[config.mk]
export PLATFORM = sky130hd
export DESIGN_NAME = imc_pair_ctrl
export DESIGN_NICKNAME = d
export VERILOG_FILES = /design/src/rtl/pair_ctl_pkg.sv /design/src/rtl/pair_cmd_queue.sv /design/src/rtl/pair_addr_split.sv /design/src/rtl/pair_exec.sv /design/src/rtl/imc_pair_ctrl.sv
export SDC_FILE = /design/constraint.sdc
export NUM_CORES = 1
export LEC_CHECK = 0
export BUFFER_PORTS_ARGS = -buffer_cell sky130_fd_sc_hd__buf_2
export CAP_MARGIN = 0
export CORE_ASPECT_RATIO = 1.1
export CORE_MARGIN = 5
export CORE_UTILIZATION = 55
export DETAILED_ROUTE_END_ITERATION = 8
export HOLD_SLACK_MARGIN = 0.08
export PLACE_DENSITY = 0.75
export RECOVER_POWER = 50
export SLEW_MARGIN = 20
export SYNTH_ARGS = -nofsm -noshare
export SYNTH_HDL_FRONTEND = slang
export SYNTH_SLANG_ARGS = --single-unit
[constraint.sdc]
create_clock -name clk -period 11.41 [get_ports clk]
set_input_delay 1.7115 -clock clk [delete_from_list [all_inputs] [get_ports clk]]
set_output_delay 1.7115 -clock clk [all_outputs]
set_load 0.02 [all_outputs]
[src/rtl/pair_ctl_pkg.sv]
package pair_ctl_pkg;
  localparam int DATA_W  = 16;
  localparam int PAIR_W  = 2;
  localparam int LAYER_W = 2;
  localparam int ROW_W   = 3;
  localparam int COL_W   = 3;
  localparam int COL_LSB   = 0;
  localparam int ROW_LSB   = COL_LSB + COL_W;
  localparam int LAYER_LSB = ROW_LSB + ROW_W;
  localparam int FLAG_BIT  = LAYER_LSB + LAYER_W;
  localparam int PAIR_LSB  = FLAG_BIT + 1;
  localparam int ADDR_W    = PAIR_LSB + PAIR_W;

  typedef enum logic [1:0] {
    OP_STORE = 2'd0,
    OP_LOAD  = 2'd1,
    OP_START = 2'd2,
    OP_WAIT  = 2'd3
  } op_e;

  typedef struct packed {
    op_e               op;
    logic [DATA_W-1:0] a;
    logic [ADDR_W-1:0] b;
  } cmd_t;
endpackage

[src/rtl/pair_cmd_queue.sv]
module pair_cmd_queue
  import pair_ctl_pkg::*;
#(
  parameter int DEPTH = 8
) (
  input  logic clk,
  input  logic rst_n,
  input  logic push,
  input  cmd_t din,
  output logic full,
  input  logic pop,
  output logic valid,
  output cmd_t head
);
  localparam int AW    = (DEPTH > 1) ? $clog2(DEPTH) : 1;
  localparam int CNT_W = $clog2(DEPTH + 1);
  localparam logic [CNT_W-1:0] FULL_CNT = CNT_W'(DEPTH);
  localparam logic [AW-1:0]    LAST_PTR = AW'(DEPTH - 1);

  cmd_t             mem [DEPTH];
  logic [AW-1:0]    wr_ptr, wr_ptr_n, rd_ptr, rd_ptr_n;
  logic [CNT_W-1:0] count, count_n;
  logic             push_ok, pop_ok;

  assign full    = (count == FULL_CNT);
  assign valid   = (count != '0);
  assign head    = mem[rd_ptr];
  assign push_ok = push && !full;
  assign pop_ok  = pop && valid;

  always_comb begin
    wr_ptr_n = wr_ptr;
    rd_ptr_n = rd_ptr;
    count_n  = count;
    if (push_ok) wr_ptr_n = (wr_ptr == LAST_PTR) ? '0 : wr_ptr + AW'(1);
    if (pop_ok)  rd_ptr_n = (rd_ptr == LAST_PTR) ? '0 : rd_ptr + AW'(1);
    unique case ({push_ok, pop_ok})
      2'b10:   count_n = count + CNT_W'(1);
      2'b01:   count_n = count - CNT_W'(1);
      default: count_n = count;
    endcase
  end

  always_ff @(posedge clk or negedge rst_n) begin
    if (!rst_n) begin
      wr_ptr <= '0;
      rd_ptr <= '0;
      count  <= '0;
    end else begin
      wr_ptr <= wr_ptr_n;
      rd_ptr <= rd_ptr_n;
      count  <= count_n;
    end
  end

  always_ff @(posedge clk) begin
    if (push_ok) mem[wr_ptr] <= din;
  end


  fifo_bound_chk: assert property (@(posedge clk) disable iff (!rst_n)
    count <= FULL_CNT);


  full_refuse_chk: assert property (@(posedge clk) disable iff (!rst_n)
    (push && full && !pop) |=> (full && $stable(wr_ptr)));
endmodule

[src/rtl/pair_addr_split.sv]
module pair_addr_split
  import pair_ctl_pkg::*;
#(
  parameter int OWN_PAIR = 1,
  parameter int LAYERS   = 3
) (
  input  logic [ADDR_W-1:0]  addr,
  output logic               own,
  output logic               to_logic,
  output logic               layer_ok,
  output logic [LAYER_W-1:0] layer,
  output logic [ROW_W-1:0]   row,
  output logic [COL_W-1:0]   col
);
  localparam logic [PAIR_W-1:0]  MY_IDX    = PAIR_W'(OWN_PAIR);
  localparam logic [LAYER_W-1:0] LAYER_LIM = LAYER_W'(LAYERS);

  assign own      = (addr[PAIR_LSB +: PAIR_W] == MY_IDX);
  assign to_logic = addr[FLAG_BIT];
  assign layer    = addr[LAYER_LSB +: LAYER_W];
  assign row      = addr[ROW_LSB +: ROW_W];
  assign col      = addr[COL_LSB +: COL_W];
  assign layer_ok = (layer < LAYER_LIM);
endmodule

[src/rtl/pair_exec.sv]
module pair_exec
  import pair_ctl_pkg::*;
#(
  parameter int LAYERS = 3
) (
  input  logic               clk,
  input  logic               rst_n,
  input  logic               q_valid,
  input  op_e                q_op,
  input  logic [DATA_W-1:0]  q_data,
  output logic               q_pop,
  input  logic               a_own,
  input  logic               a_logic,
  input  logic               a_layer_ok,
  input  logic [LAYER_W-1:0] a_layer,
  input  logic [ROW_W-1:0]   a_row,
  input  logic [COL_W-1:0]   a_col,
  output logic               da_we,
  output logic               da_re,
  output logic [ROW_W-1:0]   da_row,
  output logic [COL_W-1:0]   da_col,
  output logic [DATA_W-1:0]  da_wdata,
  output logic               la_we,
  output logic [LAYER_W-1:0] la_layer,
  output logic [ROW_W-1:0]   la_row,
  output logic [COL_W-1:0]   la_col,
  output logic [DATA_W-1:0]  la_wdata,
  output logic               la_start,
  input  logic               la_done,
  input  logic [DATA_W-1:0]  la_result,
  output logic               rd_valid
);
  typedef enum logic [1:0] {ST_IDLE, ST_LOAD, ST_HOLD} st_e;

  st_e                st, st_n;
  logic               busy, busy_n, pend, pend_n;
  logic [DATA_W-1:0]  scr, scr_n;
  logic [ROW_W-1:0]   wbr, wbr_n;
  logic [COL_W-1:0]   wbc, wbc_n;

  logic               da_we_n, da_re_n, la_we_n, la_start_n, rd_valid_n;
  logic [ROW_W-1:0]   da_row_n, la_row_n;
  logic [COL_W-1:0]   da_col_n, la_col_n;
  logic [DATA_W-1:0]  da_wdata_n, la_wdata_n;
  logic [LAYER_W-1:0] la_layer_n;

  always_comb begin
    st_n       = st;
    busy_n     = busy;
    pend_n     = pend;
    scr_n      = scr;
    wbr_n      = wbr;
    wbc_n      = wbc;
    da_we_n    = 1'b0;
    da_re_n    = 1'b0;
    da_row_n   = da_row;
    da_col_n   = da_col;
    da_wdata_n = da_wdata;
    la_we_n    = 1'b0;
    la_layer_n = la_layer;
    la_row_n   = la_row;
    la_col_n   = la_col;
    la_wdata_n = la_wdata;
    la_start_n = 1'b0;
    rd_valid_n = 1'b0;
    q_pop      = 1'b0;

    // engine completion is captured into scratch whenever it arrives
    if (busy && la_done) begin
      busy_n = 1'b0;
      pend_n = 1'b1;
      scr_n  = la_result;
    end

    unique case (st)
      ST_IDLE: begin
        if (q_valid) begin
          q_pop = 1'b1;
          if (a_own) begin
            unique case (q_op)
              OP_STORE: begin
                if (!a_logic) begin
                  da_we_n    = 1'b1;
                  da_row_n   = a_row;
                  da_col_n   = a_col;
                  da_wdata_n = q_data;
                end else if (a_layer_ok) begin
                  la_we_n    = 1'b1;
                  la_layer_n = a_layer;
                  la_row_n   = a_row;
                  la_col_n   = a_col;
                  la_wdata_n = q_data;
                end
              end
              OP_LOAD: begin
                if (!a_logic) begin
                  da_re_n  = 1'b1;
                  da_row_n = a_row;
                  da_col_n = a_col;
                  st_n     = ST_LOAD;
                end
              end
              OP_START: begin
                if (!busy) begin
                  la_start_n = 1'b1;
                  busy_n     = 1'b1;
                  wbr_n      = a_row;
                  wbc_n      = a_col;
                end
              end
              OP_WAIT: begin
                if (pend) begin
                  da_we_n    = 1'b1;
                  da_row_n   = wbr;
                  da_col_n   = wbc;
                  da_wdata_n = scr;
                  pend_n     = 1'b0;
                end else if (busy) begin
                  st_n = ST_HOLD;
                end
              end
              default: ;
            endcase
          end
        end
      end
      ST_LOAD: begin
        rd_valid_n = 1'b1;
        st_n       = ST_IDLE;
      end
      ST_HOLD: begin
        if (pend) begin
          da_we_n    = 1'b1;
          da_row_n   = wbr;
          da_col_n   = wbc;
          da_wdata_n = scr;
          pend_n     = 1'b0;
          st_n       = ST_IDLE;
        end
      end
      default: st_n = ST_IDLE;
    endcase
  end

  always_ff @(posedge clk or negedge rst_n) begin
    if (!rst_n) begin
      st       <= ST_IDLE;
      busy     <= 1'b0;
      pend     <= 1'b0;
      scr      <= '0;
      wbr      <= '0;
      wbc      <= '0;
      da_we    <= 1'b0;
      da_re    <= 1'b0;
      da_row   <= '0;
      da_col   <= '0;
      da_wdata <= '0;
      la_we    <= 1'b0;
      la_layer <= '0;
      la_row   <= '0;
      la_col   <= '0;
      la_wdata <= '0;
      la_start <= 1'b0;
      rd_valid <= 1'b0;
    end else begin
      st       <= st_n;
      busy     <= busy_n;
      pend     <= pend_n;
      scr      <= scr_n;
      wbr      <= wbr_n;
      wbc      <= wbc_n;
      da_we    <= da_we_n;
      da_re    <= da_re_n;
      da_row   <= da_row_n;
      da_col   <= da_col_n;
      da_wdata <= da_wdata_n;
      la_we    <= la_we_n;
      la_layer <= la_layer_n;
      la_row   <= la_row_n;
      la_col   <= la_col_n;
      la_wdata <= la_wdata_n;
      la_start <= la_start_n;
      rd_valid <= rd_valid_n;
    end
  end


  la_layer_rsv_chk: assert property (@(posedge clk) disable iff (!rst_n)
    la_we |-> (la_layer < LAYER_W'(LAYERS)));


  rd_after_re_chk: assert property (@(posedge clk) disable iff (!rst_n)
    rd_valid |-> $past(da_re));


  start_pulse_chk: assert property (@(posedge clk) disable iff (!rst_n)
    la_start |=> !la_start);


  one_port_op_chk: assert property (@(posedge clk) disable iff (!rst_n)
    !(da_we && da_re));


  hold_no_pop_chk: assert property (@(posedge clk) disable iff (!rst_n)
    (st == ST_HOLD) |=> !rd_valid);
endmodule

[src/rtl/imc_pair_ctrl.sv]
module imc_pair_ctrl
  import pair_ctl_pkg::*;
#(
  parameter int OWN_PAIR = 1,
  parameter int DEPTH    = 8,
  parameter int LAYERS   = 3
) (
  input  logic               clk,
  input  logic               rst_n,
  input  logic               cmd_valid,
  input  logic [1:0]         cmd_op,
  input  logic [DATA_W-1:0]  cmd_a,
  input  logic [ADDR_W-1:0]  cmd_b,
  output logic               cmd_full,
  output logic               da_we,
  output logic               da_re,
  output logic [ROW_W-1:0]   da_row,
  output logic [COL_W-1:0]   da_col,
  output logic [DATA_W-1:0]  da_wdata,
  input  logic [DATA_W-1:0]  da_rdata,
  output logic               la_we,
  output logic [LAYER_W-1:0] la_layer,
  output logic [ROW_W-1:0]   la_row,
  output logic [COL_W-1:0]   la_col,
  output logic [DATA_W-1:0]  la_wdata,
  output logic               la_start,
  input  logic               la_done,
  input  logic [DATA_W-1:0]  la_result,
  output logic               rd_valid,
  output logic [DATA_W-1:0]  rd_data
);
  cmd_t               in_cmd, q_head;
  logic               q_valid, q_pop;
  logic               a_own, a_logic, a_layer_ok;
  logic [LAYER_W-1:0] a_layer;
  logic [ROW_W-1:0]   a_row;
  logic [COL_W-1:0]   a_col;

  assign in_cmd = '{op: op_e'(cmd_op), a: cmd_a, b: cmd_b};
  assign rd_data = da_rdata;

  pair_cmd_queue #(.DEPTH(DEPTH)) u_queue (
    .clk   (clk),
    .rst_n (rst_n),
    .push  (cmd_valid),
    .din   (in_cmd),
    .full  (cmd_full),
    .pop   (q_pop),
    .valid (q_valid),
    .head  (q_head)
  );

  pair_addr_split #(.OWN_PAIR(OWN_PAIR), .LAYERS(LAYERS)) u_split (
    .addr     (q_head.b),
    .own      (a_own),
    .to_logic (a_logic),
    .layer_ok (a_layer_ok),
    .layer    (a_layer),
    .row      (a_row),
    .col      (a_col)
  );

  pair_exec #(.LAYERS(LAYERS)) u_exec (
    .clk        (clk),
    .rst_n      (rst_n),
    .q_valid    (q_valid),
    .q_op       (q_head.op),
    .q_data     (q_head.a),
    .q_pop      (q_pop),
    .a_own      (a_own),
    .a_logic    (a_logic),
    .a_layer_ok (a_layer_ok),
    .a_layer    (a_layer),
    .a_row      (a_row),
    .a_col      (a_col),
    .da_we      (da_we),
    .da_re      (da_re),
    .da_row     (da_row),
    .da_col     (da_col),
    .da_wdata   (da_wdata),
    .la_we      (la_we),
    .la_layer   (la_layer),
    .la_row     (la_row),
    .la_col     (la_col),
    .la_wdata   (la_wdata),
    .la_start   (la_start),
    .la_done    (la_done),
    .la_result  (la_result),
    .rd_valid   (rd_valid)
  );
endmodule

==> key figures <==
Die
  – Die ar.: 0.02656 mm^2
  – Die W: 155.9 um
  – Ports: 133
  – Initial Util: 56.12%
  – Row cnt: 58
  – Die Ht: 170.4 um
  – Core area: 0.02293 mm^2

Worst setup path
  – Critical path class: in2async
  – R2r startpoint: u_queue.rd_ptr[0]$_DFFE_PN0P_
  – Startpoint types: input pin
  – Slowest-stage cell, CP: clkbuf_1
  – FF-to-FF path depth: 10
  – Number of buffer and inverter stages on the critical path: 2
  – Worst-path fanout max: 59
  – Worst EP required: 10.95 ns
  – Crit. path cell count: 2
  – CP Data Arrival Time: 5.06 ns
  – CP endpoint: u_queue.rd_ptr[0]$_DFFE_PN0P_
  – Flop-to-flop setup slack: 7.40 ns
  – Max incr delay on CP: 2.25 ns
  – Crit path max-delay family: buffers and inverters
  – Worst-path cell chain: clkbuf_1 > clkbuf_1
  – Crit. Startpoint: rst_n
  – RR Endpoint: u_exec.da_wdata[2]$_DFFE_PN0P_
  – Most frequent CP cell: clkbuf_1
  – CP Capture Type: asynchronous set/reset pin

Final layout
  – Fin util: 63.26%
  – Antenna diodes: 0
  – Layout cells sized above 1: 32.23%
  – Area growth syn-to-layout: 12.72%
  – Final net count: 870

CTS
  – Post-CTS setup buffers: 0
  – Later-pin clock latency in the skew report: 0.54 ns
  – Depth of the CTS H-tree: 1
  – Clock net sink count: 319
  – Clock transition at path regs: 0.07 ns
  – Resized Gates After CTS: 0
  – Root Driver: clkbuf_16
  – TritonCTS Buffers: 30
  – Max Root-Sink Buffers: 3
  – Hold Buf Count CTS: 0
  – TritonCTS clock tree: built

Logic synthesis
  – #FFs+latches synth: 319
  – Syn_area_per_cell: 18.52 um^2
  – Synth unique cells: 45
  – YS warnings: 0
  – Post-synth EDFFs: 232
  – Syn nets: 773
  – Gate Count Post-Synth: 695
  – Sequential share of the synthesized area: 71.05%
  – Cell Area, Synth: 0.01287 mm^2
  – Post-synth ARST share: 27.27%
  – Main synth FF type: edfxtp_1

Timing
  – Min Tclk post-route: 5.516 ns
  – Final Max Tran Viols: 150
  – Setup TNS: 0 ns
  – Final setup viols: 0
  – Fin. Hold Viols: 0
  – Clock skew: 0.01060 ns
  – RSZ-0062 raised after global routing: false
  – FMAX: 0.1813 GHz
  – Slew HR: -104.2%
  – Final period util: 48.35%
  – Tightest Pin Transition: 3.063 ns

Routing
  – DRT iter0 DRCs: 435
  – Via density: 5.826
  – Drc violations: 0
  – Drt total wl: 24940 um
  – Vias: 6502
  – Initial DRT Pass Iterations: 5
  – Final ANT Viol Nets: 0
  – WL per Instance: 22.35 um

Placed design
  – Port bufs: 100
  – Final HPWL DP: 15080 um
  – Routability cong.: 0.7884

GRT
  – Largest net degree at the start of global routing: 60
  – First-pass GRT wire length: 39250 um
  – GRT overflow: 0
  – Initial antenna violation count: 3
  – Vias in the first global route: 6909
  – GRT Overall Usage: 19.13%

Status
  – Status: finished with violations
  – Failing checks: max-capacitance violations, max-slew violations

Pwr
  – Maximum VDD drop: 0.1371 mV
  – Static Leak: 5.278 nW
  – Power Dens Cells: 278.3 mW/mm^2

Hold path
  – Hold path depth: 1
  – Worst hold path type: reg2reg

Flow run
  – Max_cap viols: 4
-- worst min path at each step --
stage | from | endpoint | slack, ns
2_1_floorplan | u_exec.st[1]$_DFFE_PN0P_ | u_exec.rd_valid$_DFF_PN0_ | 0.45
3_3_place_gp | u_exec.scr[1]$_DFFE_PN0P_ | u_exec.scr[1]$_DFFE_PN0P_ | 0.48
3_5_place_dp | u_exec.wbc[2]$_DFFE_PN0P_ | u_exec.wbc[2]$_DFFE_PN0P_ | 0.49
4_1_cts | u_exec.st[1]$_DFFE_PN0P_ | u_exec.rd_valid$_DFF_PN0_ | 0.50
5_1_grt | u_exec.wbc[2]$_DFFE_PN0P_ | u_exec.wbc[2]$_DFFE_PN0P_ | 0.52
6_report | u_exec.la_row[2]$_DFFE_PN0P_ | u_exec.la_row[2]$_DFFE_PN0P_ | 0.50
-- metrics by stage --
stage	area (um^2)	worst slack [ns]	power, W	hold slack [ns]	cells
3_3_place_gp	13600	7.499	0.003053	0.4805	1059
3_5_place_dp	13600	7.253	0.003121	0.4883	1059
2_1_floorplan	12870	6.234	0.002723	0.4532	695
4_1_cts	14540	7.235	0.004065	0.4982	1115
5_1_grt	14510	4.848	0.004268	0.5179	1116
6_report	14510	5.894	0.004037	0.5007	1116
-- cells by family (layout without fill, tap and decap cells) --
kind of cell             Yosys count  count (layout)  synth area share [%]
flip-flops                       319             319                 71.05
multiplexers                     131             131                 16.54
AND/OR/NAND/NOR                   83              83                 4.083
AO/OA/AOI/OAI                     65              65                 3.665
buffers and inverters             80             201                 3.072
adder cells (fa/ha/maj)           13              13                 1.322
XOR/XNOR                           4               4                0.2723
-- worst register-to-register path, cell delays in order (launching register included) --
cell,delay [ns]
dfrtp_4,0.84
buf_12,0.33
mux4_2,0.54
mux2i_1,0.34
inv_1,0.12
ha_1,0.28
inv_1,0.11
a21oi_1,0.08
nor3_1,0.17
nand4_1,0.62
a32oi_1,0.47
-- layout by cell type (no fill, tap or decap), drive strengths merged, types with 3 or more instances in the layout --
master      n
a21o        4
a21oi       6
a32oi      22
buf        79
clkbuf     70
clkinv     15
clkinvlp    3
dfrtp      87
edfxtp    232
ha         12
inv        32
mux2       69
mux2i       6
mux4       56
nand2      14
nand2b     14
nand3       3
nand3b     22
nor2        6
nor3        8
nor4        3
o21ai      25
-- where the power goes --
| group | leakage (nW) | internal, W | switching, W | total (W) |
|---|---|---|---|---|
| registers | 3.15 | 0.00153 | 0.000176 | 0.00170 |
| logic | 1.68 | 0.000629 | 0.000770 | 0.00140 |
| clock network | 0.447 | 0.000537 | 0.000398 | 0.000935 |
| total | 5.28 | 0.00269 | 0.00134 | 0.00404 |
-- metal layers --
metal	GRT usage [%]	share of wire, %	up-vias
li1	-	-	2909
met1	26.12	42	3350
met2	31.65	50	183
met3	3.815	6.1	54
met4	5.672	2.3	6
met5	0	0.16	-
-- flip-flops by register name, summed over array words and instances (netlist names), 2 cells and up --
register and count:
u_exec.da_col 3, u_exec.da_row 3, u_exec.da_wdata 16, u_exec.la_col 3, u_exec.la_layer 2, u_exec.la_row 3, u_exec.la_wdata 16, u_exec.scr 16
u_exec.st 2, u_exec.wbc 3, u_exec.wbr 3, u_queue.count 4, u_queue.mem 232, u_queue.rd_ptr 3, u_queue.wr_ptr 3
-- synth_stat cells (12+ instances only) --
cell,instances,area share [%]
dfrtp_1,87,17
ha_1,12,1.2
buf_4,19,1.1
o21ai_0,25,0.97
nand2_1,14,0.41
mux4_2,56,9.8
nand3b_1,22,1.3
clkbuf_1,15,0.44
inv_1,32,0.93
mux2_2,61,5.3
nand2b_1,14,0.68
a32oi_1,22,1.5
edfxtp_1,232,54
-- area by class of cell --
cell class,instances,area (um^2)
Sequential cell,319,9149
Tap cell,300,375.4
Inverter,32,120.1
Clock inverter,20,140.1
Multi-Input combinational cell,296,3367
Clock buffer,36,794.5
Timing Repair Buffer,113,560.5
Fill cell,1578,8426
(Power assumes the default switching activity.)
